<file path="config.mk">
export PLATFORM = sky130hd
export DESIGN_NAME = imm_acc_alu
export DESIGN_NICKNAME = d
export VERILOG_FILES = /design/src/rtl/imm_alu_pkg.sv /design/src/rtl/imm_alu_ctrl.sv /design/src/rtl/imm_alu_dp.sv /design/src/rtl/imm_acc_alu.sv
export SDC_FILE = /design/constraint.sdc
export NUM_CORES = 1
export LEC_CHECK = 0
export ABC_AREA = 1
export BUFFER_PORTS_ARGS = -buffer_cell sky130_fd_sc_hd__buf_2
export CAP_MARGIN = 20
export CORE_UTILIZATION = 37
export CTS_CLUSTER_SIZE = 12
export DETAILED_ROUTE_END_ITERATION = 10
export HOLD_SLACK_MARGIN = 0.12
export PLACE_DENSITY_LB_ADDON = 0.25
export SLEW_MARGIN = 25
export SYNTH_ARGS = -nofsm -noshare
export SYNTH_HDL_FRONTEND = slang
export SYNTH_SLANG_ARGS = --single-unit
</file>
<file path="constraint.sdc">
create_clock -name clk -period 5.1 [get_ports clk]
set_input_delay 0.51 -clock clk [delete_from_list [all_inputs] [get_ports clk]]
set_output_delay 0.51 -clock clk [all_outputs]
set_load 0.005 [all_outputs]
</file>
<file path="src/rtl/imm_alu_pkg.sv">
package imm_alu_pkg;

  typedef enum logic [2:0] {
    OP_ADD    = 3'b000,
    OP_XOR    = 3'b001,
    OP_AND    = 3'b010,
    OP_OR     = 3'b011,
    OP_CMP    = 3'b100,
    OP_TSTNONE = 3'b101,
    OP_TSTALL = 3'b110,
    OP_BAD    = 3'b111
  } subop_e;

  typedef struct packed {
    logic   exec;
    logic   dsel;
    subop_e op;
  } ctrl_s;

  typedef struct packed {
    logic zero;
    logic sign;
    logic carry;
    logic ovf;
    logic lz;
  } flags_s;

endpackage

</file>
<file path="src/rtl/imm_alu_ctrl.sv">
module imm_alu_ctrl
  import imm_alu_pkg::*;
#(
  parameter int DATA_W = 16
) (
  input  logic              clk,
  input  logic              rstN,
  input  logic              wordValid,
  input  logic [DATA_W-1:0] wordData,
  output ctrl_s             ctrl,
  output logic              done,
  output logic              illegal
);

  localparam int PFX_W = DATA_W - 9;

  typedef enum logic {ST_IDLE, ST_IMM} state_e;

  state_e stateQ;
  logic   dselQ;
  subop_e opQ;
  logic   prefixOk;
  logic   tailOk;
  logic   decodeOk;
  logic   accept;
  logic   reject;
  subop_e wordOp;

  // Decode the fields of a candidate first word.
  always_comb begin
    wordOp   = subop_e'(wordData[7:5]);
    prefixOk = (wordData[DATA_W-1:9] == PFX_W'(1));
    tailOk   = (wordData[4:0] == 5'd0);
    decodeOk = prefixOk && tailOk && (wordOp != OP_BAD);
    accept   = (stateQ == ST_IDLE) && wordValid && decodeOk;
    reject   = (stateQ == ST_IDLE) && wordValid && !decodeOk;
  end

  always_comb begin
    ctrl.exec = (stateQ == ST_IMM) && wordValid;
    ctrl.dsel = dselQ;
    ctrl.op   = opQ;
  end

  always_ff @(posedge clk) begin
    if (!rstN) begin
      stateQ  <= ST_IDLE;
      dselQ   <= 1'b0;
      opQ     <= OP_ADD;
      done    <= 1'b0;
      illegal <= 1'b0;
    end else begin
      done    <= ctrl.exec;
      illegal <= reject;
      if (accept) begin
        stateQ <= ST_IMM;
        dselQ  <= wordData[8];
        opQ    <= wordOp;
      end else if (ctrl.exec) begin
        stateQ <= ST_IDLE;
      end
    end
  end

endmodule

</file>
<file path="src/rtl/imm_alu_dp.sv">
module imm_alu_dp
  import imm_alu_pkg::*;
#(
  parameter int DATA_W = 16,
  parameter int HIGH_W = 8
) (
  input  logic                         clk,
  input  logic                         rstN,
  input  ctrl_s                        ctrl,
  input  logic [DATA_W-1:0]            imm,
  input  logic                         loadEn,
  input  logic                         loadSel,
  input  logic [HIGH_W+2*DATA_W-1:0]   loadValue,
  output logic [HIGH_W+2*DATA_W-1:0]   acc0,
  output logic [HIGH_W+2*DATA_W-1:0]   acc1,
  output flags_s                       flags
);

  localparam int ACC_W   = HIGH_W + 2 * DATA_W;
  localparam int MSB     = ACC_W - 1;
  localparam int MID_LO  = DATA_W;
  localparam int MID_HI  = 2 * DATA_W - 1;
  localparam int NUM_ACC = 2;

  logic [NUM_ACC-1:0][ACC_W-1:0] accBus;
  logic [ACC_W-1:0]  accCur;
  logic [ACC_W-1:0]  immExt;
  logic [ACC_W:0]    sumAdd;
  logic [ACC_W:0]    sumSub;
  logic [DATA_W-1:0] mid;
  logic [DATA_W-1:0] masked;
  logic [DATA_W-1:0] logicRes;
  logic [ACC_W-1:0]  nextAcc;
  logic              writeAcc;
  flags_s            flagsQ;
  flags_s            nextFlags;

  // Operand formation: immediate sign-extended and placed at the mid slot.
  always_comb begin
    accCur = accBus[ctrl.dsel];
    immExt = {{HIGH_W{imm[DATA_W-1]}}, imm, {DATA_W{1'b0}}};
    sumAdd = {1'b0, accCur} + {1'b0, immExt};
    sumSub = {1'b0, accCur} + {1'b0, ~immExt} + (ACC_W + 1)'(1);
    mid    = accCur[MID_HI:MID_LO];
    masked = mid & imm;
  end

  always_comb begin
    logicRes = mid;
    case (ctrl.op)
      OP_XOR:  logicRes = mid ^ imm;
      OP_AND:  logicRes = masked;
      OP_OR:   logicRes = mid | imm;
      default: logicRes = mid;
    endcase
  end

  always_comb begin
    nextAcc   = accCur;
    nextFlags = flagsQ;
    writeAcc  = 1'b0;
    case (ctrl.op)
      OP_ADD: begin
        writeAcc        = 1'b1;
        nextAcc         = sumAdd[ACC_W-1:0];
        nextFlags.zero  = (sumAdd[ACC_W-1:0] == '0);
        nextFlags.sign  = sumAdd[MSB];
        nextFlags.carry = sumAdd[ACC_W];
        nextFlags.ovf   = (accCur[MSB] == immExt[MSB]) && (sumAdd[MSB] != accCur[MSB]);
      end
      OP_XOR, OP_AND, OP_OR: begin
        writeAcc        = 1'b1;
        nextAcc         = {accCur[ACC_W-1:MID_HI+1], logicRes, accCur[MID_LO-1:0]};
        nextFlags.zero  = (logicRes == '0);
        nextFlags.sign  = logicRes[DATA_W-1];
        nextFlags.carry = 1'b0;
        nextFlags.ovf   = 1'b0;
      end
      OP_CMP: begin
        nextFlags.zero  = (sumSub[ACC_W-1:0] == '0);
        nextFlags.sign  = sumSub[MSB];
        nextFlags.carry = sumSub[ACC_W];
        nextFlags.ovf   = (accCur[MSB] != immExt[MSB]) && (sumSub[MSB] != accCur[MSB]);
      end
      OP_TSTALL:  nextFlags.lz = (masked == imm);
      OP_TSTNONE: nextFlags.lz = (masked == '0);
      default: ;
    endcase
  end

  for (genvar g = 0; g < NUM_ACC; g++) begin : gAcc
    logic [ACC_W-1:0] q;
    always_ff @(posedge clk) begin
      if (!rstN)
        q <= '0;
      else if (ctrl.exec && writeAcc && (ctrl.dsel == 1'(g)))
        q <= nextAcc;
      else if (loadEn && (loadSel == 1'(g)))
        q <= loadValue;
    end
    assign accBus[g] = q;
  end

  always_ff @(posedge clk) begin
    if (!rstN)
      flagsQ <= '0;
    else if (ctrl.exec)
      flagsQ <= nextFlags;
  end

  assign acc0  = accBus[0];
  assign acc1  = accBus[1];
  assign flags = flagsQ;

endmodule

</file>
<file path="src/rtl/imm_acc_alu.sv">
module imm_acc_alu
  import imm_alu_pkg::*;
#(
  parameter int DATA_W = 16,
  parameter int HIGH_W = 8
) (
  input  logic                       clk,
  input  logic                       rstN,
  input  logic                       wordValid,
  input  logic [DATA_W-1:0]          wordData,
  input  logic                       loadEn,
  input  logic                       loadSel,
  input  logic [HIGH_W+2*DATA_W-1:0] loadValue,
  output logic [HIGH_W+2*DATA_W-1:0] acc0,
  output logic [HIGH_W+2*DATA_W-1:0] acc1,
  output logic                       flagZero,
  output logic                       flagSign,
  output logic                       flagCarry,
  output logic                       flagOvf,
  output logic                       flagLz,
  output logic                       done,
  output logic                       illegal
);

  ctrl_s  ctrl;
  flags_s flags;

  imm_alu_ctrl #(.DATA_W(DATA_W)) u_ctrl (
    .clk(clk), .rstN(rstN), .wordValid(wordValid), .wordData(wordData),
    .ctrl(ctrl), .done(done), .illegal(illegal)
  );

  imm_alu_dp #(.DATA_W(DATA_W), .HIGH_W(HIGH_W)) u_dp (
    .clk(clk), .rstN(rstN), .ctrl(ctrl), .imm(wordData),
    .loadEn(loadEn), .loadSel(loadSel), .loadValue(loadValue),
    .acc0(acc0), .acc1(acc1), .flags(flags)
  );

  assign flagZero  = flags.zero;
  assign flagSign  = flags.sign;
  assign flagCarry = flags.carry;
  assign flagOvf   = flags.ovf;
  assign flagLz    = flags.lz;

endmodule

</file>
==> flow_summary_export.csv <==
group,metric,value,unit
logic_synthesis,muxShareOfSynthArea,0,
setup_path,critPathMostFrequentCell,"nand2_1",
cells_and_area,num_antenna_cells,0,
run,drv_cap,0,
logic_synthesis,syn-num-nets,1662,
routing,drcViolationCount,0,
clock_network,postCtsSetupBuffers,0,
sta,setup_viol,0,
logic_synthesis,synth_xor_area_frac,0.01060,
routing,wl_per_cell,17.26,um
die,io_pins,148,
routing,routed_wl,33.65,mm
setup_path,cp_slowest_stage_delay,0.98,ns
clock_network,cts_tree,"built",
setup_path,worstPathMaxFanout,52,
global_routing,grt_pass1_wl,52.64,mm
logic_synthesis,yosys.area_share.simple,0.3311,
cells_and_area,area_growth,14.75,%
logic_synthesis,synth.ff_latch_count,92,
logic_synthesis,synth_compound_area_frac,0.1903,
sta,hold_viol,0,
setup_path,critPathTopFamily,"simple AND/OR/NAND/NOR gates",
worst_hold_path,holdCritPathClass,"input port to register",
logic_synthesis,syn_area,0.008967,mm^2
clock_network,htreeDepth,3,
die,start_util,0.3798,
cells_and_area,final_area,0.01029,mm^2
sta,post-route-period-util,0.8161,
sta,rsz0062_at_grt,"false",
sta,hold_slack,0.4028,ns
die,floorplan.die_area,0.02486,mm^2
cells_and_area,drive_gt1_frac,0.1269,
sta,fin_crit,4.162,ns
routing,antenna_left,0,
cells_and_area,fin_nets,1785,
setup_path,cp.required,5.40,ns
logic_synthesis,yosysWarnings,0,
pwr,p_leak,5.466,nW
clock_network,path_clk_slew,0.07,ns
routing,drt_first_pass_iters,5,
status,run_status,"complete, no violations",
global_routing,grt_usage,0.2732,
logic_synthesis,avgSynthCellArea,5.966,um^2
clock_network,cts_sinks,92,
placed_design,port_buffers,147,
routing,drtIter0Drc,712,
placed_design,gp_congestion,1.018,
clock_network,cts_hold_buf,0,
global_routing,grt_pass1_vias,9665,
clock_network,clock-root-buffer,"clkbuf_16",
setup_path,cp_slowest_cell,"dfxtp_2",
logic_synthesis,synth_top_family_by_area,"simple AND/OR/NAND/NOR gates",
sta,finalSetupTns,0,ns
routing,vias_per_cell,5.301,
sta,worst_pin_slew,0.9735,ns
clock_network,numCtsBuffers,9,
setup_path,path_class,"register to register",
setup_path,critPathBufInv,3,
die,core-area,0.02361,mm^2
logic_synthesis,synthCells,1503,
placed_design,place_hpwl,26.98,mm
logic_synthesis,ys_seq_area_frac,0.2054,
clock_network,cts_buffer_depth,2,
routing,dr_total_vias,10340,
global_routing,grt_max_degree,53,
setup_path,end_kind,"register",
setup_path,crit_chain,"inv_1 -> o21ai_0 -> ha_1 -> inv_2 -> nor2_1 -> nand2_1 -> nor3_1 -> nand3_1 -> nand3_1 -> nand2_1 -> nand2_1 -> nand2_1 -> nor2_1 -> nand3_1 -> nand3_1 -> nand2_1 -> inv_1",
die,fp.dieW,157.7,um
global_routing,antenna_found_initial,0,
die,die_h,157.7,um
sta,maxSlewViolCount,0,
pwr,powerDensity,208.6,mW/mm^2
clock_network,clock_latency,0.35,ns
logic_synthesis,synth_cell_types,40,
sta,worst_slew_margin_rel,0.3442,
die,row_count,56,
setup_path,critPathArrivalTime,4.46,ns
global_routing,grt_overflow,0,
placed_design,post_dp_cell_area,0.009966,mm^2
sta,max_freq,240.3,MHz
pwr,ir_worst_vdd,0.2020,mV
logic_synthesis,synthAdderAreaFrac,0.1384,
clock_network,cts_repair_resize_count,0,
setup_path,critPathLaunchType,"register",
sta,skew,0.01050,ns
-- power by group --
group	switching, W	total [W]	internal, W
logic	0.000414	0.000621	0.000207
clock network	0.000310	0.000745	0.000435
registers	0.0000266	0.000780	0.000753
total	0.000750	0.00215	0.00140
-- registers in the layout (all words and copies together) (netlist names) --
signal,count
u_ctrl.opQ,3
u_dp.flags,5
u_ctrl.dselQ,1
u_dp.acc1,40
u_ctrl.stateQ,1
u_dp.acc0,40
u_ctrl.done,1
u_ctrl.illegal,1
-- final cells by class --
cell class              instances  area [um^2]
fillers                      2651        13320
multi-input cells            1127         6012
flip-flops and latches         92         1843
inverters                     238        893.4
repair buffers                158        818.3
well taps                     319        399.1
clock buffers                  10        229.0
clock inverters                 6        95.09
-- Yosys cell counts --
cell type	count	share of area
clkbuf_1	19	0.0080
dfxtp_1	92	0.21
nand2_2	9	0.0063
buf_2	20	0.011
nand3_1	70	0.039
inv_1	225	0.094
a31oi_1	14	0.0098
ha_1	96	0.13
nand4_1	20	0.014
nor2_2	6	0.0042
o221ai_1	21	0.021
o21ai_0	105	0.059
nand2_1	376	0.16
or2_2	2	0.0014
clkinv_1	1	0.00042
nor2_1	213	0.089
buf_4	4	0.0033
o21ai_1	6	0.0033
o22ai_1	17	0.012
a221oi_2	1	0.0017
inv_2	12	0.0050
nand3_2	1	0.0011
nand3b_1	5	0.0042
nor3_1	11	0.0061
buf_1	2	0.00084
o21bai_1	7	0.0059
xnor2_1	1	0.00098
a211oi_1	4	0.0033
o211ai_1	10	0.0084
fa_1	2	0.0045
a221oi_1	12	0.012
and2_1	1	0.00070
nor4_1	9	0.0063
a21o_1	1	0.00084
a21oi_1	96	0.054
nand2_4	1	0.0013
o21a_1	1	0.00084
xor2_2	1	0.0018
xor2_1	8	0.0078
buf_6	1	0.0013
-- worst reg2reg max path, stage by stage (launching register included) --
cell and delay, ns:
dfxtp_2 0.98, inv_1 0.32, o21ai_0 0.58, ha_1 0.48, inv_2 0.12, nor2_1 0.16, nand2_1 0.12, nor3_1 0.38
nand3_1 0.24, nand3_1 0.14, nand2_1 0.05, nand2_1 0.05, nand2_1 0.05, nor2_1 0.09, nand3_1 0.14, nand3_1 0.11
nand2_1 0.05, inv_1 0.04
-- layer usage --
| layer | vias up | global-route usage | wire, um |
|---|---|---|---|
| met5 | - | 0 | 0 |
| met4 | 0 | 0.08276 | 869 |
| met3 | 51 | 0.03504 | 2560 |
| met2 | 423 | 0.4391 | 14820 |
| met1 | 4763 | 0.3773 | 15400 |
| li1 | 5099 | - | - |
-- final timing paths --
path	end	startpoint	slack, ns	cells after the start
setup / recovery	u_dp.flags[4]	u_ctrl.dselQ	0.94	17
hold / removal	u_dp.acc1[8]	loadValue[8]	0.40	3
setup reg to reg	u_dp.flags[4]	u_ctrl.dselQ	0.94	17
hold reg to reg	u_ctrl.illegal	u_ctrl.stateQ	0.48	1
-- stage by stage --
step                      setup slack [ns]  total power [W]  std cells    util
final                               0.9377         0.002146       1950  0.4358
after global routing                0.6160         0.002264       1950  0.4358
after CTS                            1.043         0.002148       1950  0.4358
after detailed placement             1.059         0.001403       1934  0.4221
after global placement              0.9956         0.001404       1934  0.4221
after floorplan                      2.370         0.001192       1503       -
-- cell usage in the layout (no fill, tap or decap), types with 2 or more instances in the layout --
cell type	n
nand3_1	70
dfxtp_1	91
a21oi_1	96
nor3_1	11
o21ai_1	6
clkinvlp_4	2
nor2_1	213
buf_4	11
nand4_1	20
clkbuf_16	9
nand2_1	376
inv_1	225
a221oi_1	12
nor2_2	6
nand3b_1	5
nor4_1	9
inv_2	12
o22ai_1	17
a211oi_1	4
xor2_1	8
a31oi_1	14
fa_1	2
o221ai_1	21
buf_2	147
o211ai_1	10
bufinv_16	2
or2_2	2
ha_1	96
o21ai_0	105
o21bai_1	7
nand2_2	9
-- logic make-up (layout without fill, tap and decap cells) --
group	after synthesis	after routing
simple gates	724	724
buf+inv	284	412
xor+xnor	10	10
compound gates	295	295
flops	92	92
fa+ha+maj	98	98
(Power assumes the default switching activity.)
